File: config.mk
export PLATFORM = sky130hd
export DESIGN_NAME = chip_erase_ctrl
export DESIGN_NICKNAME = d
export VERILOG_FILES = /design/src/rtl/chip_erase_pkg.sv /design/src/rtl/wait_timer.sv /design/src/rtl/bus_cycle_gen.sv /design/src/rtl/chip_erase_ctrl.sv
export SDC_FILE = /design/constraint.sdc
export NUM_CORES = 1
export LEC_CHECK = 0
export ABC_AREA = 1
export CORE_MARGIN = 2
export CORE_UTILIZATION = 53
export DETAILED_ROUTE_END_ITERATION = 8
export GPL_TIMING_DRIVEN = 0
export HOLD_SLACK_MARGIN = 0.1
export PLACE_DENSITY = 0.77
export SLEW_MARGIN = 20
export SYNTH_ARGS = -nofsm -noshare
export SYNTH_HDL_FRONTEND = slang
export SYNTH_SLANG_ARGS = --single-unit
File: constraint.sdc
create_clock -name clk -period 2.4 [get_ports clk]
set_input_delay 0.24 -clock clk [delete_from_list [all_inputs] [get_ports clk]]
set_output_delay 0.24 -clock clk [all_outputs]
set_load 0.005 [all_outputs]
File: src/rtl/chip_erase_pkg.sv
package chip_erase_pkg;

    localparam logic [7:0] CODE_PROG_SETUP = 8'h40;
    localparam logic [7:0] CODE_ERASE      = 8'h20;
    localparam logic [7:0] CODE_ERASE_VFY  = 8'hA0;
    localparam logic [7:0] CODE_READ_MODE  = 8'h00;
    localparam logic [7:0] BYTE_ZERO       = 8'h00;
    localparam logic [7:0] BYTE_ERASED     = 8'hFF;

    typedef enum logic [3:0] {
        S_IDLE, S_VPP_UP,
        S_PG_SETUP, S_PG_WRITE, S_PG_WAIT,
        S_ER_SETUP, S_ER_CONFIRM, S_ER_WAIT,
        S_EV_CMD, S_EV_WAIT, S_EV_READ,
        S_EXIT_RD
    } seq_state_e;

    typedef enum logic [1:0] {PH_IDLE, PH_ACT, PH_REC} bus_phase_e;

    typedef struct packed {
        logic       wr;
        logic [7:0] data;
    } bus_op_t;

    function automatic int ns_to_cycles(input int ns, input int mhz);
        return (ns * mhz + 999) / 1000;
    endfunction

    function automatic int us_to_cycles(input int us, input int mhz);
        return us * mhz;
    endfunction

    function automatic int max2(input int a, input int b);
        return (a > b) ? a : b;
    endfunction

endpackage

File: src/rtl/wait_timer.sv
module wait_timer #(
    parameter int CNT_W = 8
) (
    input  logic             clk,
    input  logic             rst,
    input  logic             load,
    input  logic [CNT_W-1:0] load_val,
    output logic             expired
);
    logic [CNT_W-1:0] cnt;
    logic             run;

    always_ff @(posedge clk) begin
        if (rst) begin
            cnt     <= '0;
            run     <= 1'b0;
            expired <= 1'b0;
        end else begin
            expired <= 1'b0;
            if (load) begin
                cnt <= load_val;
                run <= 1'b1;
            end else if (run) begin
                if (cnt <= CNT_W'(1)) begin
                    run     <= 1'b0;
                    expired <= 1'b1;
                end else begin
                    cnt <= cnt - CNT_W'(1);
                end
            end
        end
    end
endmodule

File: src/rtl/bus_cycle_gen.sv
module bus_cycle_gen
    import chip_erase_pkg::*;
#(
    parameter int ADDR_W     = 17,
    parameter int ACT_WR_CYC = 8,
    parameter int ACT_RD_CYC = 15,
    parameter int REC_CYC    = 3
) (
    input  logic              clk,
    input  logic              rst,
    input  logic              req,
    input  bus_op_t           op,
    input  logic [ADDR_W-1:0] addr,
    output logic              done,
    output logic [7:0]        rdata,
    output logic              ce_n,
    output logic              oe_n,
    output logic              we_n,
    output logic [ADDR_W-1:0] addr_q,
    output logic [7:0]        dq_out,
    output logic              dq_oe,
    input  logic [7:0]        dq_in
);
    localparam int MAXC  = max2(max2(ACT_WR_CYC, ACT_RD_CYC), REC_CYC);
    localparam int CNT_W = $clog2(MAXC + 1);

    bus_phase_e       phase;
    logic [CNT_W-1:0] cnt;
    logic             is_wr;

    always_ff @(posedge clk) begin
        if (rst) begin
            phase  <= PH_IDLE;
            cnt    <= '0;
            is_wr  <= 1'b0;
            done   <= 1'b0;
            rdata  <= '0;
            ce_n   <= 1'b1;
            oe_n   <= 1'b1;
            we_n   <= 1'b1;
            addr_q <= '0;
            dq_out <= '0;
            dq_oe  <= 1'b0;
        end else begin
            done <= 1'b0;
            case (phase)
                PH_IDLE: if (req) begin
                    addr_q <= addr;
                    dq_out <= op.data;
                    is_wr  <= op.wr;
                    dq_oe  <= op.wr;
                    ce_n   <= 1'b0;
                    we_n   <= !op.wr;
                    oe_n   <= op.wr;
                    cnt    <= op.wr ? CNT_W'(ACT_WR_CYC - 1) : CNT_W'(ACT_RD_CYC - 1);
                    phase  <= PH_ACT;
                end
                PH_ACT: if (cnt == '0) begin
                    ce_n  <= 1'b1;
                    oe_n  <= 1'b1;
                    we_n  <= 1'b1;
                    if (!is_wr) rdata <= dq_in;
                    cnt   <= CNT_W'(REC_CYC - 1);
                    phase <= PH_REC;
                end else begin
                    cnt <= cnt - CNT_W'(1);
                end
                PH_REC: if (cnt == '0) begin
                    dq_oe <= 1'b0;
                    done  <= 1'b1;
                    phase <= PH_IDLE;
                end else begin
                    cnt <= cnt - CNT_W'(1);
                end
                default: phase <= PH_IDLE;
            endcase
        end
    end
endmodule

File: src/rtl/chip_erase_ctrl.sv
module chip_erase_ctrl
    import chip_erase_pkg::*;
#(
    parameter int ADDR_W      = 17,
    parameter int CLK_MHZ     = 125,
    parameter int MAX_PULSES  = 1000,
    parameter int ERASE_US    = 10000,
    parameter int VERIFY_US   = 6,
    parameter int PROG_US     = 10,
    parameter int VPP_NS      = 100,
    parameter int WE_LOW_NS   = 60,
    parameter int WE_HIGH_NS  = 20,
    parameter int DATA_SU_NS  = 50,
    parameter int RD_ACC_NS   = 120
) (
    input  logic              clk,
    input  logic              rst,
    input  logic              start_i,
    output logic              busy_o,
    output logic              done_o,
    output logic              err_o,
    output logic              vpp_en_o,
    output logic              ce_n_o,
    output logic              oe_n_o,
    output logic              we_n_o,
    output logic [ADDR_W-1:0] addr_o,
    output logic [7:0]        dq_out_o,
    output logic              dq_oe_o,
    input  logic [7:0]        dq_in_i
);
    localparam int ACT_WR_CYC = max2(max2(ns_to_cycles(WE_LOW_NS, CLK_MHZ),
                                          ns_to_cycles(DATA_SU_NS, CLK_MHZ)), 1);
    localparam int ACT_RD_CYC = max2(ns_to_cycles(RD_ACC_NS, CLK_MHZ), 1);
    localparam int REC_CYC    = max2(ns_to_cycles(WE_HIGH_NS, CLK_MHZ), 1);
    localparam int VPP_CYC    = max2(ns_to_cycles(VPP_NS, CLK_MHZ), 1);
    localparam int PROG_CYC   = max2(us_to_cycles(PROG_US, CLK_MHZ), 1);
    localparam int ERASE_CYC  = max2(us_to_cycles(ERASE_US, CLK_MHZ), 1);
    localparam int VFY_CYC    = max2(us_to_cycles(VERIFY_US, CLK_MHZ), 1);
    localparam int TMR_W      = $clog2(max2(max2(ERASE_CYC, PROG_CYC),
                                            max2(VFY_CYC, VPP_CYC)) + 1);
    localparam int PULSE_W    = $clog2(MAX_PULSES + 1);

    seq_state_e         state;
    logic               issued;
    logic [ADDR_W-1:0]  cur_addr;
    logic [PULSE_W-1:0] pulses;
    logic               fail_q;

    logic               is_bus, is_wait, step_done, last_addr;
    logic               bus_done, tmr_exp;
    logic [7:0]         bus_rdata;
    bus_op_t            op;
    logic [TMR_W-1:0]   tmr_val;

    always_comb begin
        is_bus  = 1'b0;
        is_wait = 1'b0;
        op      = '{wr: 1'b1, data: CODE_READ_MODE};
        tmr_val = TMR_W'(VPP_CYC);
        case (state)
            S_VPP_UP:     begin is_wait = 1'b1; tmr_val = TMR_W'(VPP_CYC);   end
            S_PG_SETUP:   begin is_bus = 1'b1;  op.data = CODE_PROG_SETUP;   end
            S_PG_WRITE:   begin is_bus = 1'b1;  op.data = BYTE_ZERO;         end
            S_PG_WAIT:    begin is_wait = 1'b1; tmr_val = TMR_W'(PROG_CYC);  end
            S_ER_SETUP,
            S_ER_CONFIRM: begin is_bus = 1'b1;  op.data = CODE_ERASE;        end
            S_ER_WAIT:    begin is_wait = 1'b1; tmr_val = TMR_W'(ERASE_CYC); end
            S_EV_CMD:     begin is_bus = 1'b1;  op.data = CODE_ERASE_VFY;    end
            S_EV_WAIT:    begin is_wait = 1'b1; tmr_val = TMR_W'(VFY_CYC);   end
            S_EV_READ:    begin is_bus = 1'b1;  op.wr = 1'b0;                end
            S_EXIT_RD:    begin is_bus = 1'b1;  op.data = CODE_READ_MODE;    end
            default: ;
        endcase
        step_done = is_bus ? bus_done : (is_wait && tmr_exp);
        last_addr = &cur_addr;
    end

    wait_timer #(.CNT_W(TMR_W)) u_timer (
        .clk(clk), .rst(rst), .load(is_wait && !issued),
        .load_val(tmr_val), .expired(tmr_exp)
    );

    bus_cycle_gen #(
        .ADDR_W(ADDR_W), .ACT_WR_CYC(ACT_WR_CYC),
        .ACT_RD_CYC(ACT_RD_CYC), .REC_CYC(REC_CYC)
    ) u_bus (
        .clk(clk), .rst(rst), .req(is_bus && !issued), .op(op), .addr(cur_addr),
        .done(bus_done), .rdata(bus_rdata),
        .ce_n(ce_n_o), .oe_n(oe_n_o), .we_n(we_n_o), .addr_q(addr_o),
        .dq_out(dq_out_o), .dq_oe(dq_oe_o), .dq_in(dq_in_i)
    );

    always_ff @(posedge clk) begin
        if (rst) begin
            state    <= S_IDLE;
            issued   <= 1'b0;
            cur_addr <= '0;
            pulses   <= '0;
            fail_q   <= 1'b0;
            vpp_en_o <= 1'b0;
            done_o   <= 1'b0;
            err_o    <= 1'b0;
        end else begin
            done_o <= 1'b0;
            if (state == S_IDLE) begin
                issued <= 1'b0;
                if (start_i) begin
                    err_o    <= 1'b0;
                    vpp_en_o <= 1'b1;
                    cur_addr <= '0;
                    state    <= S_VPP_UP;
                end
            end else if (!issued) begin
                issued <= 1'b1;
            end else if (step_done) begin
                issued <= 1'b0;
                case (state)
                    S_VPP_UP:     state <= S_PG_SETUP;
                    S_PG_SETUP:   state <= S_PG_WRITE;
                    S_PG_WRITE:   state <= S_PG_WAIT;
                    S_PG_WAIT: begin
                        if (last_addr) begin
                            cur_addr <= '0;
                            pulses   <= '0;
                            state    <= S_ER_SETUP;
                        end else begin
                            cur_addr <= cur_addr + ADDR_W'(1);
                            state    <= S_PG_SETUP;
                        end
                    end
                    S_ER_SETUP:   state <= S_ER_CONFIRM;
                    S_ER_CONFIRM: state <= S_ER_WAIT;
                    S_ER_WAIT:    state <= S_EV_CMD;
                    S_EV_CMD:     state <= S_EV_WAIT;
                    S_EV_WAIT:    state <= S_EV_READ;
                    S_EV_READ: begin
                        if (bus_rdata == BYTE_ERASED) begin
                            if (last_addr) begin
                                fail_q <= 1'b0;
                                state  <= S_EXIT_RD;
                            end else begin
                                cur_addr <= cur_addr + ADDR_W'(1);
                                state    <= S_EV_CMD;
                            end
                        end else if (pulses == PULSE_W'(MAX_PULSES - 1)) begin
                            fail_q <= 1'b1;
                            state  <= S_EXIT_RD;
                        end else begin
                            pulses <= pulses + PULSE_W'(1);
                            state  <= S_ER_SETUP;
                        end
                    end
                    S_EXIT_RD: begin
                        vpp_en_o <= 1'b0;
                        done_o   <= 1'b1;
                        err_o    <= fail_q;
                        state    <= S_IDLE;
                    end
                    default: state <= S_IDLE;
                endcase
            end
        end
    end

    assign busy_o = (state != S_IDLE);
endmodule

== Word-level counts from Yosys, hierarchy flattened ==
Index checks and enable logic that the tools add are counted.

* Add/sub/neg operators: 4
* Order comparisons: 1
* Mux-type cells: 69
* Bitwise operators: 6
* Eq/ne operators: 27
* Reduce and logical (&&, ||, !) cells: 38

{| class="wikitable"
|+ Operator list
! cell !! number
|-
| $mux 17 || 7
|-
| $mux 21 || 3
|-
| $pmux 21 s3 || 1
|-
| $mux 4 || 10
|-
| $pmux 4 s10 || 1
|-
| $pmux 17 s2 || 1
|-
| $mux 1 || 30
|-
| $mux 10 || 3
|-
| $pmux 8 s3 || 1
|-
| $le 21x1->1 const B || 1
|-
| $sub 21x1->21 const B || 1
|-
| $pmux 10 s2 || 1
|-
| $reduce_and 3->1 || 6
|-
| $add 17x1->17 const B || 1
|-
| $reduce_and 17->1 || 1
|-
| $eq 4x3->1 const B || 4
|-
| $eq 4x4->1 const B || 4
|-
| $reduce_bool 2->1 || 8
|-
| $ne 2x2->1 const B || 6
|-
| $pmux 4 s3 || 1
|-
| $reduce_and 6->1 || 2
|-
| $add 10x1->10 const B || 1
|-
| $eq 10x10->1 const B || 1
|-
| $eq 4x2->1 const B || 2
|-
| 25 further kinds || 48
|}

* Logic and storage cells: 167
* Register bits: 104

== Logic depth before layout (Yosys ltp) ==
Gate-level depths: netlist of the first run.

* Depth in word-level cells: 8
* Gate-level depth with buffers: 18

== Modules after synthesis ==
Synthesis of the first run repeated with hierarchy kept, for this count alone.

* Cells, all modules: 936
* Area, all modules: 6042.0 um^2

{| class="wikitable"
|+ Modules (own cells, without submodules)
! module !! sequential area each (um^2) !! cells an instance !! times used !! area each (um^2)
|-
| chip_erase_ctrl || 720.7 || 425 || 1 || 2607.5
|-
| bus_cycle_gen || 900.9 || 239 || 1 || 1803.0
|-
| wait_timer || 460.4 || 272 || 1 || 1631.6
|}

== Worst setup path after synthesis of the first run ==
No wires, ideal clock.

* Path kind: register -> register
* Start point: register cur_addr[1]
* End point: register pulses[8]
* Cell stages (with the launch flop): 19
* Data required time: 2.279 ns
* Slack: 0.029 ns
* Arrival: 2.249 ns
* Buffers on the path: 1
* Period minus slack after synthesis: 2.371 ns
* Path through: dfxtp_1 ha_1 nand3_1 nor2_1 nand2_1 nor3_1 nand2_1 nor3_1 ha_1 inv_1 nand2_1 nand2_1 inv_2 nand2_1 nor2_1 buf_4 nand2_1 nand2_1 a21oi_1

* Longest elaborated chain between the ends: 3

{| class="wikitable"
|+ RTL lines
! item !! line !! RTL
|-
| start: declaration || chip_erase_ctrl.sv:45 || <nowiki>logic [ADDR_W-1:0] cur_addr;</nowiki>
|-
| start signal: assignment || chip_erase_ctrl.sv:127 || <nowiki>cur_addr <= cur_addr + ADDR_W'(1);</nowiki>
|-
| start signal: assignment || chip_erase_ctrl.sv:142 || <nowiki>cur_addr <= cur_addr + ADDR_W'(1);</nowiki>
|-
| $reduce_and 17->1 || chip_erase_ctrl.sv:75 || <nowiki>last_addr = &cur_addr;</nowiki>
|-
| $ne 2x2->1 (no line) || -- ||
|-
| $reduce_and 7->1 (no line) || -- ||
|-
| end signal: assignment || chip_erase_ctrl.sv:149 || <nowiki>pulses <= pulses + PULSE_W'(1);</nowiki>
|-
| end: declaration || chip_erase_ctrl.sv:46 || <nowiki>logic [PULSE_W-1:0] pulses;</nowiki>
|}

No other way between the ends.
A chain may end at the register's enable or synchronous reset.

== Worst setup path after layout of the first run ==
* Start point: register cur_addr[0]
* End point: register cur_addr[14]

* Longest elaborated chain between the ends: 7
* Elaborated cells on any way between the ends: 11
* Classes of those cells: add/sub: 1; eq/ne: 1; mux: 7; reduce/logical: 2

{| class="wikitable"
|+ RTL lines
! item !! line !! RTL
|-
| $add 17x1->17 || chip_erase_ctrl.sv:127, chip_erase_ctrl.sv:142 ||
|-
| $mux 17 || chip_erase_ctrl.sv:138 || <nowiki>if (last_addr) begin</nowiki>
|-
| $mux 17 || chip_erase_ctrl.sv:137 || <nowiki>if (bus_rdata == BYTE_ERASED) begin</nowiki>
|-
| $pmux 17 s2 || chip_erase_ctrl.sv:117 || <nowiki>case (state)</nowiki>
|-
| $mux 17 || chip_erase_ctrl.sv:115 || <nowiki>end else if (step_done) begin</nowiki>
|-
| $mux 17 || chip_erase_ctrl.sv:113 || <nowiki>end else if (!issued) begin</nowiki>
|-
| $mux 17 || chip_erase_ctrl.sv:105 || <nowiki>if (state == S_IDLE) begin</nowiki>
|}

Several ways; a longest one is shown, not always the timed one. The select of a mux whose other input is x is not followed.

==> impl_metrics.csv, run 1 <==
group,metric,value,unit
run_status,violations,"negative setup slack",
global_route,grt_pass1_vias,5720,
flow_run,maxCapViolCount,0,
layout,final_core_util,0.695,
clocking,clock_sinks,99,
pwr,swShare,0.473,
sta,fin_ws,-0.0951,ns
floorplanning,dieWidth,105,µm
placed_design,post-dp-hpwl,10800,µm
setup_path,cp_slowest_stage_delay,0.38,ns
worst_hold_path,hp-class,"primary input to flop",
placed_design,pre_cts_slack,-0.620,ns
setup_path,end_kind,"flop",
setup_path,path_class,"flop to flop",
route,wl_per_cell,16.1,µm
setup_path,startpoint,"cur_addr[0]$_SDFFE_PP0P_",
sta,slew-limit-headroom,0.520,
sta,fin_setup_tns,-0.563,ns
layout,final_common_cell,"nand2_1",
placed_design,routabilityCongestion,0.966,
pwr,p_leak,0.00304,µW
setup_path,reg2reg_from,"cur_addr[0]$_SDFFE_PP0P_",
sta,fin_crit,2.50,ns
sta,fin_hold_ws,0.435,ns
floorplanning,die_y,105,µm
synth,synth_ff_type,"dfxtp_1",
global_route,grt_pass1_wl,26600,µm
global_route,grt_max_degree,18,
pwr,power_frac_clock,0.132,
setup_path,reg2regPathDepth,16,
setup_path,endpoint,"cur_addr[14]$_SDFFE_PP0P_",
route,vias,6047,
sta,final-setup-viol-count,15,
setup_path,crit_buf_inv,3,
clocking,clk_pin_slew_worst_paths,0.10,ns
floorplanning,start_util,0.549,
setup_path,r2r_setup_slack,-0.1,ns
sta,finClkSkew,0.0140,ns
sta,fmax,0.401,GHz
placed_design,port_buffers,38,
route,routed_via_density,5.66,
pwr,p_comb_frac,0.572,
pwr,power_frac_seq,0.296,
synth,ys.warnings.count,0,
clocking,cts_buffers,9,
synth,syn_inst,837,
layout,final_cell_mix,"nand2_1, nor2_1, dfxtp_1, inv_1, o21ai_0",
synth,synth_top_area_share,0.366,
route,dr.pass1.iters,6,
floorplanning,rows,36,
synth,synth_area_leader_cell,"dfxtp_1",
synth,synth-edff-count,0,
setup_path,worstPathRequired,2.70,ns
pwr,peakVddDrop,0.813,mV
clocking,tritoncts,"yes",
setup_path,path_delay_family,"simple AND/OR/NAND/NOR gates",
synth,synth_area_per_cell,6.47,µm²
layout,area_growth,26.6,%
layout,nets,955,
synth,synthTopCellsByArea,"dfxtp_1, nand2_1, nor2_1",
setup_path,cp-start-kind,"flop",
layout,n_antenna_cell,0,
sta,worst_pin_slew,0.720,ns
sta,rsz0062_at_grt,"yes",
global_route,grt_antenna_before_repair,0,
route,drtAntennaViolNets,0,
global_route,overflow,0,
synth,synth_cell_types,39,
placed_design,placed_area,5980,µm²
setup_path,cp_max_fo,5,
sta,drv_slew,0,
synth,seq_area_frac_synth,0.366,
floorplanning,core,9860,µm²
sta,period_share,1.04,
clocking,hold_buffers,0,
clocking,clock_path_buffers,2,
clocking,clk-insertion-delay-late,0.40,ns
setup_path,slowest_stage,"dfxtp_2",
floorplanning,die_area,11000,µm²
synth,synth_async_sr_flop_share,0,
worst_hold_path,min_path_cells,3,
setup_path,reg2reg_to,"cur_addr[14]$_SDFFE_PP0P_",
global_route,grtUsageTotal,0.301,
setup_path,cp.depth,16,
synth,synthesis.area,5420,µm²
route,initialDrtViolationCount,660,
route,drc,0,
pwr,p_per_area,1250,nW/µm²
synth,ys_seq_elements,99,
floorplanning,ios,44,
layout,drive_gt1_frac,0.177,
run_status,status,"complete, but fails checks",
route,detail_route.wirelength,17200,µm
clocking,cts-root-buf,"clkbuf_8",
setup_path,worstPathCellList,"ha_4 > nand3_4 > nor2_4 > nand2_4 > nor3_4 > nand2_2 > nor3_4 > buf_6 > ha_4 > buf_4 > a21oi_2 > buf_6 > o21ai_1 > nand3_2 > nand2_1 > nor2_1",
setup_path,cp.arrival,2.79,ns
pwr,switching_power,4030,µW
layout,design_area,6860,µm²
clocking,htree_levels,3,
sta,hold_viol_final,0,
pwr,p_int,4500,µW
==> final cells by class <==
type / instances / area [µm²]
plain buffers: 32 / 209
inverters: 89 / 340
flip-flops and latches: 99 / 1990
clock inverters: 6 / 71.3
fillers: 795 / 3010
well taps: 133 / 166
repair buffers: 78 / 721
clock buffers: 10 / 128
multi-input cells: 622 / 3230
==> stage by stage <==
stage	power, µW	std cells
2_1_floorplan	5410	841
3_3_place_gp	6510	1012
3_5_place_dp	6640	1012
4_1_cts	8190	1064
5_1_grt	9190	1069
6_report	8540	1069
==> cells in the mapped netlist, types with 10 or more instances <==
cell / count
o21ai_0: 69
nor3_1: 10
dfxtp_1: 99
a21oi_1: 61
inv_1: 80
buf_2: 10
ha_1: 13
nand2_1: 195
nor2_1: 151
xor2_1: 11
nand3_1: 54
clkbuf_1: 10
==> routing by layer <==
layer | part of all wire | global-route usage
met1 | 0.40 | 0.356
met2 | 0.48 | 0.510
met3 | 0.080 | 0.0717
met4 | 0.041 | 0.145
met5 | 0 | 0
==> tightest hold or removal path, cell delays in order <==
cell             delay [ns]
clkdlybuf4s50_1        0.40
nor2_1                 0.10
nor2_1                 0.05
==> flip-flops by register name, indices dropped and copies added, names as in the netlist, 3 cells and up <==
register / cells
u_bus.dq_out: 3
cur_addr: 17
u_bus.addr_q: 17
pulses: 10
u_timer.cnt: 21
u_bus.rdata: 8
state: 4
u_bus.cnt: 4
==> worst min path at each step <==
stage	from	endpoint	slack, ns
after floorplan	rst	u_timer.run$_SDFF_PP0_	0.34
after global placement	u_bus.rdata[3]$_SDFFE_PP0P_	u_bus.rdata[3]$_SDFFE_PP0P_	0.44
after detailed placement	u_bus.rdata[2]$_SDFFE_PP0P_	u_bus.rdata[2]$_SDFFE_PP0P_	0.44
after CTS	dq_in_i[0]	u_bus.rdata[0]$_SDFFE_PP0P_	0.42
after global routing	dq_in_i[1]	u_bus.rdata[1]$_SDFFE_PP0P_	0.46
final	dq_in_i[0]	u_bus.rdata[0]$_SDFFE_PP0P_	0.43
==> cells by family after synthesis <==
kind of cell    Yosys count  share of synthesized area
other cells               1                   0.000692
simple gates            444                      0.347
compound gates          146                      0.140
buf+inv                 121                     0.0952
flops                    99                      0.366
fa+ha+maj                13                     0.0300
xor+xnor                 13                     0.0210
==> what timing repair did <==
action / 4_1_cts / 5_1_grt
gates resized for setup: 49 / 53
setup buffers: 33 / 6
endpoints found under the hold margin: 0 / 0
setup endpoints to repair: 31 / 30
pin swaps: 28 / 29
gates cloned: 4 / 1
==> power by group through the flow <==
stage / clock network [µW] / logic (µW) / registers [µW]
2_1_floorplan: 0 / 2970 / 2440
3_3_place_gp: 0 / 4020 / 2490
3_5_place_dp: 0 / 4130 / 2510
4_1_cts: 1140 / 4550 / 2500
5_1_grt: 1200 / 5410 / 2580
6_report: 1130 / 4880 / 2530
Power figures use the tool's default switching activity.
==> run 2: changes to the inputs <==
- MAX_ROUTING_LAYER: not set -> met4
==> run 2 against run 1 <==
  * The run now ends clean
  * Combinational power decreased by 8.0%
  * Hold slack got worse by 0.0048 ns
  * Clock skew increased by 0.0014 ns
  * First-iteration DRC count decreased by 36%
  * Global-route usage decreased by 1.4 points
  * Largest power group unchanged
  * Maximum frequency increased by 7.8%
  * Wire length decreased by 12%
  * Sequential power about the same
  * Non-clock buffer count decreased by 26
  * Final area decreased by 5.4%
  * Critical endpoint is now pulses[9]$_SDFFE_PP0P_
  * Worst setup slack improved by 0.18 ns
  * Sequential share of layout area increased by 1.6 points
==> impl_metrics.csv, run 2 (synthesis results as in run 1) <==
group,metric,value,unit
layout,nets,928,
placed_design,placed_area,5980,µm²
setup_path,cp-start-kind,"flop",
setup_path,crit_path_frequent_cell,"nand2_2",
layout,final_cell_mix,"nand2_1, nor2_1, dfxtp_1, inv_1, o21ai_0",
floorplanning,die_area,11000,µm²
placed_design,dp_cells,1012,
global_route,grt_pass1_wl,24800,µm
global_route,grt_antenna_before_repair,0,
setup_path,worstPathRequired,2.69,ns
setup_path,cp.arrival,2.61,ns
route,vias,5683,
global_route,grt_pass1_vias,5287,
worst_hold_path,min_path_cells,3,
global_route,overflow,0,
sta,finClkSkew,0.0154,ns
flow_run,maxCapViolCount,0,
placed_design,post-dp-hpwl,10600,µm
setup_path,worstPathCellList,"ha_4 > nand3_4 > nor2_4 > nand2_4 > nor3_4 > nand2_2 > nor3_4 > ha_2 > inv_4 > nand2_4 > nand2_2 > inv_2 > nand2_2 > nor2_4 > buf_6 > nand2_1 > nand2_1 > a21oi_2",
route,drtAntennaViolNets,0,
route,detail_route.wirelength,15200,µm
sta,drv_slew,0,
setup_path,path_class,"flop to flop",
floorplanning,ios,44,
layout,design_area,6490,µm²
floorplanning,start_util,0.549,
layout,top_register,"u_timer.cnt",
clocking,clk_pin_slew_worst_paths,0.11,ns
floorplanning,core,9860,µm²
clocking,clk-insertion-delay-late,0.40,ns
route,routed_via_density,5.45,
floorplanning,rows,36,
sta,hold_viol_final,0,
route,wl_met3,912,µm
route,top_layer,"met4",
sta,fmax,0.432,GHz
layout,area_growth,19.8,%
route,drt-met1-wl,6590,µm
placed_design,port_buffers,38,
pwr,peakVddDrop,0.698,mV
clocking,cts_buffers,9,
clocking,tritoncts,"yes",
sta,final-setup-viol-count,0,
floorplanning,dieWidth,105,µm
layout,reg_top3,"u_timer.cnt x21, cur_addr x17, u_bus.addr_q x17",
layout,n_antenna_cell,0,
layout,largest_reg_flops,21,
setup_path,end_kind,"flop",
floorplanning,die_y,105,µm
setup_path,cp_max_fo,5,
sta,fin_crit,2.32,ns
route,wl_met2,7380,µm
layout,fillers,890,
sta,worst_pin_slew,0.625,ns
route,initialDrtViolationCount,422,
pwr,power,8010,µW
sta,fin_hold_ws,0.430,ns
route,dr.pass1.iters,5,
worst_hold_path,hp-class,"primary input to flop",
clocking,htree_levels,3,
clocking,clock_sinks,99,
layout,drive_gt1_frac,0.123,
setup_path,slowest_stage,"dfxtp_2",
pwr,p_leak,0.00289,µW
setup_path,cp_slowest_stage_delay,0.37,ns
clocking,clock_path_buffers,2,
global_route,grt_max_degree,18,
sta,period_share,0.965,
placed_design,routabilityCongestion,0.976,
clocking,hold_buffers,0,
setup_path,r2r_setup_slack,0.08,ns
sta,slew-limit-headroom,0.583,
clocking,cts-root-buf,"clkbuf_8",
layout,multi_input_area,3110,µm²
pwr,p_per_area,1230,nW/µm²
run_status,status,"complete, no violations",
layout,fin_cells,1042,
route,drc,0,
sta,rsz0062_at_grt,"yes",
global_route,grtUsageTotal,0.287,
route,wl_per_cell,14.6,µm
setup_path,reg2regPathDepth,18,
layout,register_area,1980,µm²
layout,final_common_cell,"nand2_1",
==> run 2: area by class of cell <==
| class | count | share of cell area |
|---|---|---|
| clock buffers | 10 | 0.0197 |
| plain buffers | 32 | 0.0311 |
| clock inverters | 6 | 0.00752 |
| flip-flops and latches | 99 | 0.306 |
| inverters | 89 | 0.0519 |
| multi-input cells | 621 | 0.480 |
| repair buffers | 52 | 0.0787 |
| well taps | 133 | 0.0257 |
==> run 2: path summary, 6_finish.rpt <==
kind	start	end
setup / recovery	cur_addr[0]$_SDFFE_PP0P_	pulses[9]$_SDFFE_PP0P_
hold / removal	dq_in_i[1]	u_bus.rdata[1]$_SDFFE_PP0P_
setup reg to reg	cur_addr[0]$_SDFFE_PP0P_	pulses[9]$_SDFFE_PP0P_
hold reg to reg	u_bus.rdata[2]$_SDFFE_PP0P_	u_bus.rdata[2]$_SDFFE_PP0P_
==> run 2: timing repair <==
item | CTS | global route
setup buffers | 8 | 3
setup endpoints to repair | 30 | 27
pin swaps | 19 | 18
gates cloned | 2 | 1
resized for setup | 46 | 14
==> run 2: critical path, delay by kind of cell (launching register included) <==
family                     cells  cell delay [ns]
AOI/OAI and AO/OA              1             0.04
and+or+nand+nor               12             1.14
adders and majority gates      2             0.40
buffers and inverters          3             0.26
DFF                            1             0.37
==> run 2: metal layers <==
metal  vias up  GRT usage
met2       218      0.478
met1      2623      0.345
li1       2806          -
met3        36     0.0568
met4         0      0.102
met5         -          -
==> run 2: power breakdown <==
part / internal [µW] / leakage (µW) / switching [µW]
clock: 388 / 0.0000848 / 627
combinational: 1750 / 0.00200 / 2740
sequential: 2110 / 0.000808 / 396
total: 4250 / 0.00289 / 3760
==> run 2: metrics by stage <==
| step | utilization | setup TNS, ns | setup slack [ns] |
|---|---|---|---|
| global route | 0.658 | -0.566 | -0.0559 |
| floorplan | - | 0 | 0.0291 |
| CTS | 0.646 | -0.284 | -0.0282 |
| finish | 0.658 | 0 | 0.0844 |
| global placement | 0.606 | -11.68 | -0.529 |
| detailed placement | 0.606 | -13.54 | -0.583 |
